## src/rtl/arb_pkg.sv

```systemverilog
package arb_pkg;
  localparam int NUM_REQ   = 4;
  localparam int NUM_BE    = NUM_REQ - 1;
  localparam int COOL_SLOTS = 2;
  localparam int LAT_BOUND = 3;
  localparam int PTR_W     = $clog2(NUM_BE);

  // First asserted best-effort request at or after position ptr, one-hot.
  function automatic logic [NUM_BE-1:0] rr_pick(input logic [NUM_BE-1:0] be_req,
                                               input logic [PTR_W-1:0] ptr);
    logic [NUM_BE-1:0] sel;
    logic              found;
    int                idx;
    sel   = '0;
    found = 1'b0;
    for (int k = 0; k < NUM_BE; k++) begin
      idx = (int'(ptr) + k) % NUM_BE;
      if (!found && be_req[idx]) begin
        sel[idx] = 1'b1;
        found    = 1'b1;
      end
    end
    return sel;
  endfunction

  // Position that follows the granted one, wrapping.
  function automatic logic [PTR_W-1:0] rr_next(input logic [NUM_BE-1:0] sel,
                                              input logic [PTR_W-1:0] ptr);
    logic [PTR_W-1:0] nxt;
    nxt = ptr;
    for (int k = 0; k < NUM_BE; k++)
      if (sel[k]) nxt = PTR_W'((k + 1) % NUM_BE);
    return nxt;
  endfunction
endpackage

```

## src/rtl/rt_cooldown.sv

```systemverilog
module rt_cooldown #(
  parameter int COOL = arb_pkg::COOL_SLOTS
) (
  input  logic clk,
  input  logic rst_n,
  input  logic adv,
  input  logic win0,
  output logic elig
);
  localparam int CW = (COOL > 0) ? $clog2(COOL + 1) : 1;
  logic [CW-1:0] cnt;

  always_ff @(posedge clk) begin
    if (!rst_n)              cnt <= '0;
    else if (adv) begin
      if (win0)              cnt <= CW'(COOL);
      else if (cnt != '0)    cnt <= cnt - 1'b1;
    end
  end

  assign elig = (cnt == '0);

  // no win is possible while the counter is running
  a_r3_no_win_cooling: assert property (@(posedge clk) disable iff (!rst_n)
    (adv && win0) |-> elig);
endmodule

```

## src/rtl/be_rotator.sv

```systemverilog
module be_rotator
  import arb_pkg::*;
(
  input  logic              clk,
  input  logic              rst_n,
  input  logic              adv,
  input  logic              take,
  input  logic [NUM_BE-1:0] be_req,
  output logic [NUM_BE-1:0] pick
);
  logic [PTR_W-1:0] ptr;

  assign pick = take ? rr_pick(be_req, ptr) : '0;

  always_ff @(posedge clk) begin
    if (!rst_n)                  ptr <= '0;
    else if (adv && (|pick))     ptr <= rr_next(pick, ptr);
  end

  // the choice is never more than one requester
  a_r4_single_pick: assert property (@(posedge clk) disable iff (!rst_n)
    $onehot0(pick));
  // an asserted request is never skipped when the rotator may take the slot
  a_r4_no_idle_with_req: assert property (@(posedge clk) disable iff (!rst_n)
    (take && (|be_req)) |-> (|pick));
endmodule

```

## src/rtl/rt_wait_mon.sv

```systemverilog
module rt_wait_mon #(
  parameter int BOUND = arb_pkg::LAT_BOUND
) (
  input  logic clk,
  input  logic rst_n,
  input  logic adv,
  input  logic rt_req,
  input  logic rt_won,
  output logic late
);
  localparam int WW = $clog2(BOUND + 1);
  logic [WW-1:0] wcnt;

  always_ff @(posedge clk) begin
    if (!rst_n)                   wcnt <= '0;
    else if (adv) begin
      if (rt_req && !rt_won) begin
        if (wcnt != WW'(BOUND))   wcnt <= wcnt + 1'b1;
      end else                    wcnt <= '0;
    end
  end

  assign late = (wcnt >= WW'(BOUND));

  // the real-time requester never reaches the refusal bound
  a_r9_latency_bound: assert property (@(posedge clk) disable iff (!rst_n) !late);
endmodule

```

## src/rtl/rt_slot_arbiter.sv

```systemverilog
module rt_slot_arbiter
  import arb_pkg::*;
(
  input  logic               clk,
  input  logic               rst_n,
  input  logic               slot_adv,
  input  logic [NUM_REQ-1:0] req,
  output logic [NUM_REQ-1:0] grant,
  output logic               grant_vld,
  output logic               rt_late
);
  logic              rt_elig;
  logic              rt_win;
  logic [NUM_BE-1:0] be_pick;
  logic [NUM_REQ-1:0] grant_nxt;

  assign rt_win = req[0] & rt_elig;

  rt_cooldown #(.COOL(COOL_SLOTS)) u_cool (
    .clk(clk), .rst_n(rst_n), .adv(slot_adv), .win0(rt_win), .elig(rt_elig)
  );

  be_rotator u_rr (
    .clk(clk), .rst_n(rst_n), .adv(slot_adv), .take(!rt_win),
    .be_req(req[NUM_REQ-1:1]), .pick(be_pick)
  );

  rt_wait_mon #(.BOUND(LAT_BOUND)) u_mon (
    .clk(clk), .rst_n(rst_n), .adv(slot_adv), .rt_req(req[0]),
    .rt_won(rt_win), .late(rt_late)
  );

  always_comb begin
    if (rt_win) grant_nxt = NUM_REQ'(1);
    else        grant_nxt = {be_pick, 1'b0};
  end

  always_ff @(posedge clk) begin
    if (!rst_n)        grant <= '0;
    else if (slot_adv) grant <= grant_nxt;
  end

  assign grant_vld = |grant;

  // never more than one owner
  a_r6_onehot_grant: assert property (@(posedge clk) disable iff (!rst_n)
    $onehot0(grant));
  // an eligible real-time request owns the next slot
  a_r2_rt_first: assert property (@(posedge clk) disable iff (!rst_n)
    (slot_adv && req[0] && rt_elig) |=> grant[0]);
  // no back-to-back real-time slots
  a_r3_no_repeat: assert property (@(posedge clk) disable iff (!rst_n)
    (slot_adv && grant[0]) |=> !grant[0]);
  // grant held between strobes
  a_r8_hold: assert property (@(posedge clk) disable iff (!rst_n)
    (!slot_adv && rst_n) |=> $stable(grant));
endmodule

```

## config.mk

```make
export PLATFORM = sky130hd
export DESIGN_NAME = rt_slot_arbiter
export DESIGN_NICKNAME = d
export VERILOG_FILES = /design/src/rtl/arb_pkg.sv /design/src/rtl/rt_cooldown.sv /design/src/rtl/be_rotator.sv /design/src/rtl/rt_wait_mon.sv /design/src/rtl/rt_slot_arbiter.sv
export SDC_FILE = /design/constraint.sdc
export NUM_CORES = 1
export LEC_CHECK = 0
export BUFFER_PORTS_ARGS = -buffer_cell sky130_fd_sc_hd__buf_4
export CAP_MARGIN = 20
export CORE_MARGIN = 1
export CORE_UTILIZATION = 55
export DETAILED_ROUTE_END_ITERATION = 8
export GPL_TIMING_DRIVEN = 0
export PLACE_DENSITY = 0.79
export SYNTH_ARGS = -nofsm -noshare
export SYNTH_HDL_FRONTEND = slang
export SYNTH_SLANG_ARGS = --single-unit
export TNS_END_PERCENT = 10
```

## constraint.sdc

```tcl
create_clock -name clk -period 3.75 [get_ports clk]
set_clock_uncertainty 0.15 [all_clocks]
set_input_delay 0.1875 -clock clk [delete_from_list [all_inputs] [get_ports clk]]
set_output_delay 0.1875 -clock clk [all_outputs]
set_load 0.005 [all_outputs]
```

==> metrics.cfg <==
[global_route]
grt_use_total_pct = 24.9
grt_first_pass_wirelength_mm = 2.57
antenna_found_initial = 0
grt_max_degree = 11
grt_pass1_vias = 612
overflow = 0

[synth]
yosysTopAreaCell = dfxtp_1
async_flop_share_pct = 0
synth.most_common_cell = dfxtp_1
ys.flop_type = dfxtp_1
synth_top_area_share_pct = 27.2
yosysWarnings = 0
synth.avg_cell_area_sq_um = 8.08
ys_top_cells_by_count = 10 x dfxtp_1, 8 x inv_1, 7 x nand2_1
syn_area_sq_um = 736
syn-num-nets = 104
synth-seq-cells = 10
netlist_instances = 91
seq_area_frac_synth_pct = 27.2
ys_types = 35
synth.area.top_cells = dfxtp_1 27%, ha_1 10%, nor2b_1 5.1%, inv_1 4.1%, o21a_1 4.1%
synth_edf_count = 0

[sta]
worstMarginPinSlew_ns = 0.498
fin_crit_sh_pct = 61.5
setup-violations-final = 0
finalMaxSlewViolations = 0
maxSlewHeadroom_pct = 66.7
period_minus_slack_ns = 2.30
clock.fmax_mhz = 434
grt_setup_unrepaired = no
tns_ns = 0
report.final.hold_viol_count = 0

[clock_network]
cts_made_buffers = 3
cts.sinks = 10
cts_tree = yes
postCtsHoldBufs = 0
post_cts_resize_count = 0
cts_setup_buffers = 0
clk_latency_ns = 0.26
ctsHtreeMaxLevel = 1
root_buffer = clkbuf_4
path_clk_slew_ns = 0.07
clock_path_buffers = 2

[min_path]
hp-class = input pin to flip-flop

[setup_path]
critPathMaxStageDelay_ns = 0.40
critPathSlowestCell = dfxtp_1
crit_fanout = 7
required_ns = 3.79
r2r_cells = 8
r2r_start = u_rr.ptr[0]$_SDFFE_PN0P_
worstSetupStartpoint = u_rr.ptr[0]$_SDFFE_PN0P_
rrSetupSlack_ns = 1.45
critPathLaunchType = flip-flop
arrival_ns = 2.35
worstReg2RegEnd = u_rr.ptr[1]$_SDFFE_PN0P_
crit_chain = inv_1 > ha_1 > buf_2 > mux2i_1 > nor3_1 > o31a_1 > or4_1 > a31oi_1
crit_end = u_rr.ptr[1]$_SDFFE_PN0P_
worstSetupPathType = flip-flop to flip-flop
end_kind = flip-flop

[power_and_ir_drop]
p_leak_nw = 0.387
vdd_drop_max_uv = 260
power.density_mw_per_mm2 = 371

[routing]
ant_nets = 0
wl_per_cell_um = 12.7
drc = 0
avgViaCountPerCell = 5.68
first_pass_iters = 4
detail_route.iter0.violations = 14
vias = 687
totalWireLength_mm = 1.54

[placement]
io_buffers = 12
dp_hpwl_mm = 1.24
place_inst = 117
placed_area_sq_um = 843
place.gp.congestion = 0.852

[cells_and_area]
num-fill-cells = 100
fin_area_sq_um = 880
drive_above_1_share_pct = 17.8
area_growth_syn_to_layout_pct = 19.6
final_cells = 121
diodes = 0
seq_area_sq_um = 200
fin_nets = 121
multi_input_area_sq_um = 485

[floorplanning]
io_pins = 13
start_util_pct = 62.8
die-area_sq_mm = 0.00149
die_h_um = 38.6
fp.dieW_um = 38.6
rows = 12
core_sq_mm = 0.00117

[outcome]
status = finished, final reports clean

[run]
maxCapViolCount = 0

[final cells by class]
type | count | area share (%)
repair buffers | 12 | 10.2
flip-flops and latches | 10 | 22.8
clock buffers | 4 | 4.13
multi-input cells | 70 | 55.2
well taps | 14 | 1.99
plain buffers | 3 | 2.28
inverters | 8 | 3.41
[layout by cell type, fill, tap and decap left out, types with 3 or more instances in the layout]
cell type	n
a21oi_1	3
buf_4	12
clkbuf_4	3
dfxtp_1	10
ha_1	6
inv_1	8
nand2_1	7
nand2b_1	3
nor2_1	4
nor2b_1	6
nor3_1	3
o21a_1	4
o21ai_0	5
[power breakdown]
part	internal [mW]	switching [mW]	total, mW
registers	0.114	0.00626	0.121
clock network	0.0589	0.0391	0.0980
logic	0.0491	0.0582	0.107
total	0.222	0.104	0.326
[per-stage QoR]
stage | hold slack (ns) | util, % | total power [mW] | worst slack (ns)
after floorplan | 0.189 | - | 0.196 | 1.65
after global placement | 0.323 | 72.0 | 0.225 | 1.51
after detailed placement | 0.329 | 72.0 | 0.230 | 1.44
after CTS | 0.0916 | 75.1 | 0.326 | 1.43
after global routing | 0.112 | 75.1 | 0.347 | 1.26
final | 0.0954 | 75.1 | 0.326 | 1.45
[registers in the layout, indices dropped and copies added (netlist names)]
| register | flops |
|---|---|
| grant | 4 |
| u_cool.cnt | 2 |
| u_mon.wcnt | 2 |
| u_rr.ptr | 2 |
[worst max-delay path: cells and delay by family, from the launching register on]
family,cells,cell delay (ns)
muxes,1,0.20
and+or+nand+nor,2,0.49
adders and majority gates,1,0.28
buffers and inverters,2,0.27
DFF,1,0.40
AOI/OAI and AO/OA,2,0.45
[logic make-up (layout without fill, tap and decap cells)]
group	after synthesis	in the layout	share of synthesized area, %
and+or+nand+nor	34	34	26.0
AOI/OAI and AO/OA	27	27	25.5
buffers and inverters	11	27	6.80
DFF	10	10	27.2
adders and majority gates	6	6	10.2
muxes	3	3	4.25
[how the worst min path moves through the flow]
stage                                  to  slack [ns]  depth (start not counted)                       start
2_1_floorplan       grant[0]$_SDFFE_PN0P_        0.19                          2                    slot_adv
3_3_place_gp   u_mon.wcnt[0]$_SDFFE_PN0P_        0.32                          2  u_mon.wcnt[0]$_SDFFE_PN0P_
3_5_place_dp   u_mon.wcnt[0]$_SDFFE_PN0P_        0.33                          2  u_mon.wcnt[0]$_SDFFE_PN0P_
4_1_cts             grant[0]$_SDFFE_PN0P_        0.09                          3                    slot_adv
5_1_grt             grant[0]$_SDFFE_PN0P_        0.11                          3                    slot_adv
6_report            grant[0]$_SDFFE_PN0P_         0.1                          3                    slot_adv
[layer usage]
metal / routed length (um) / vias to the layer above / share of wire (%) / global-route usage, %
met2: 691 / 12 / 45 / 37.5
met1: 802 / 312 / 52 / 36.6
li1: - / 363 / - / -
met4: 0 / 0 / 0 / 6.03
met5: 0 / - / 0 / 0
met3: 48 / 0 / 3.1 / 4.05
Note: power is estimated with default switching activity, not from simulation.
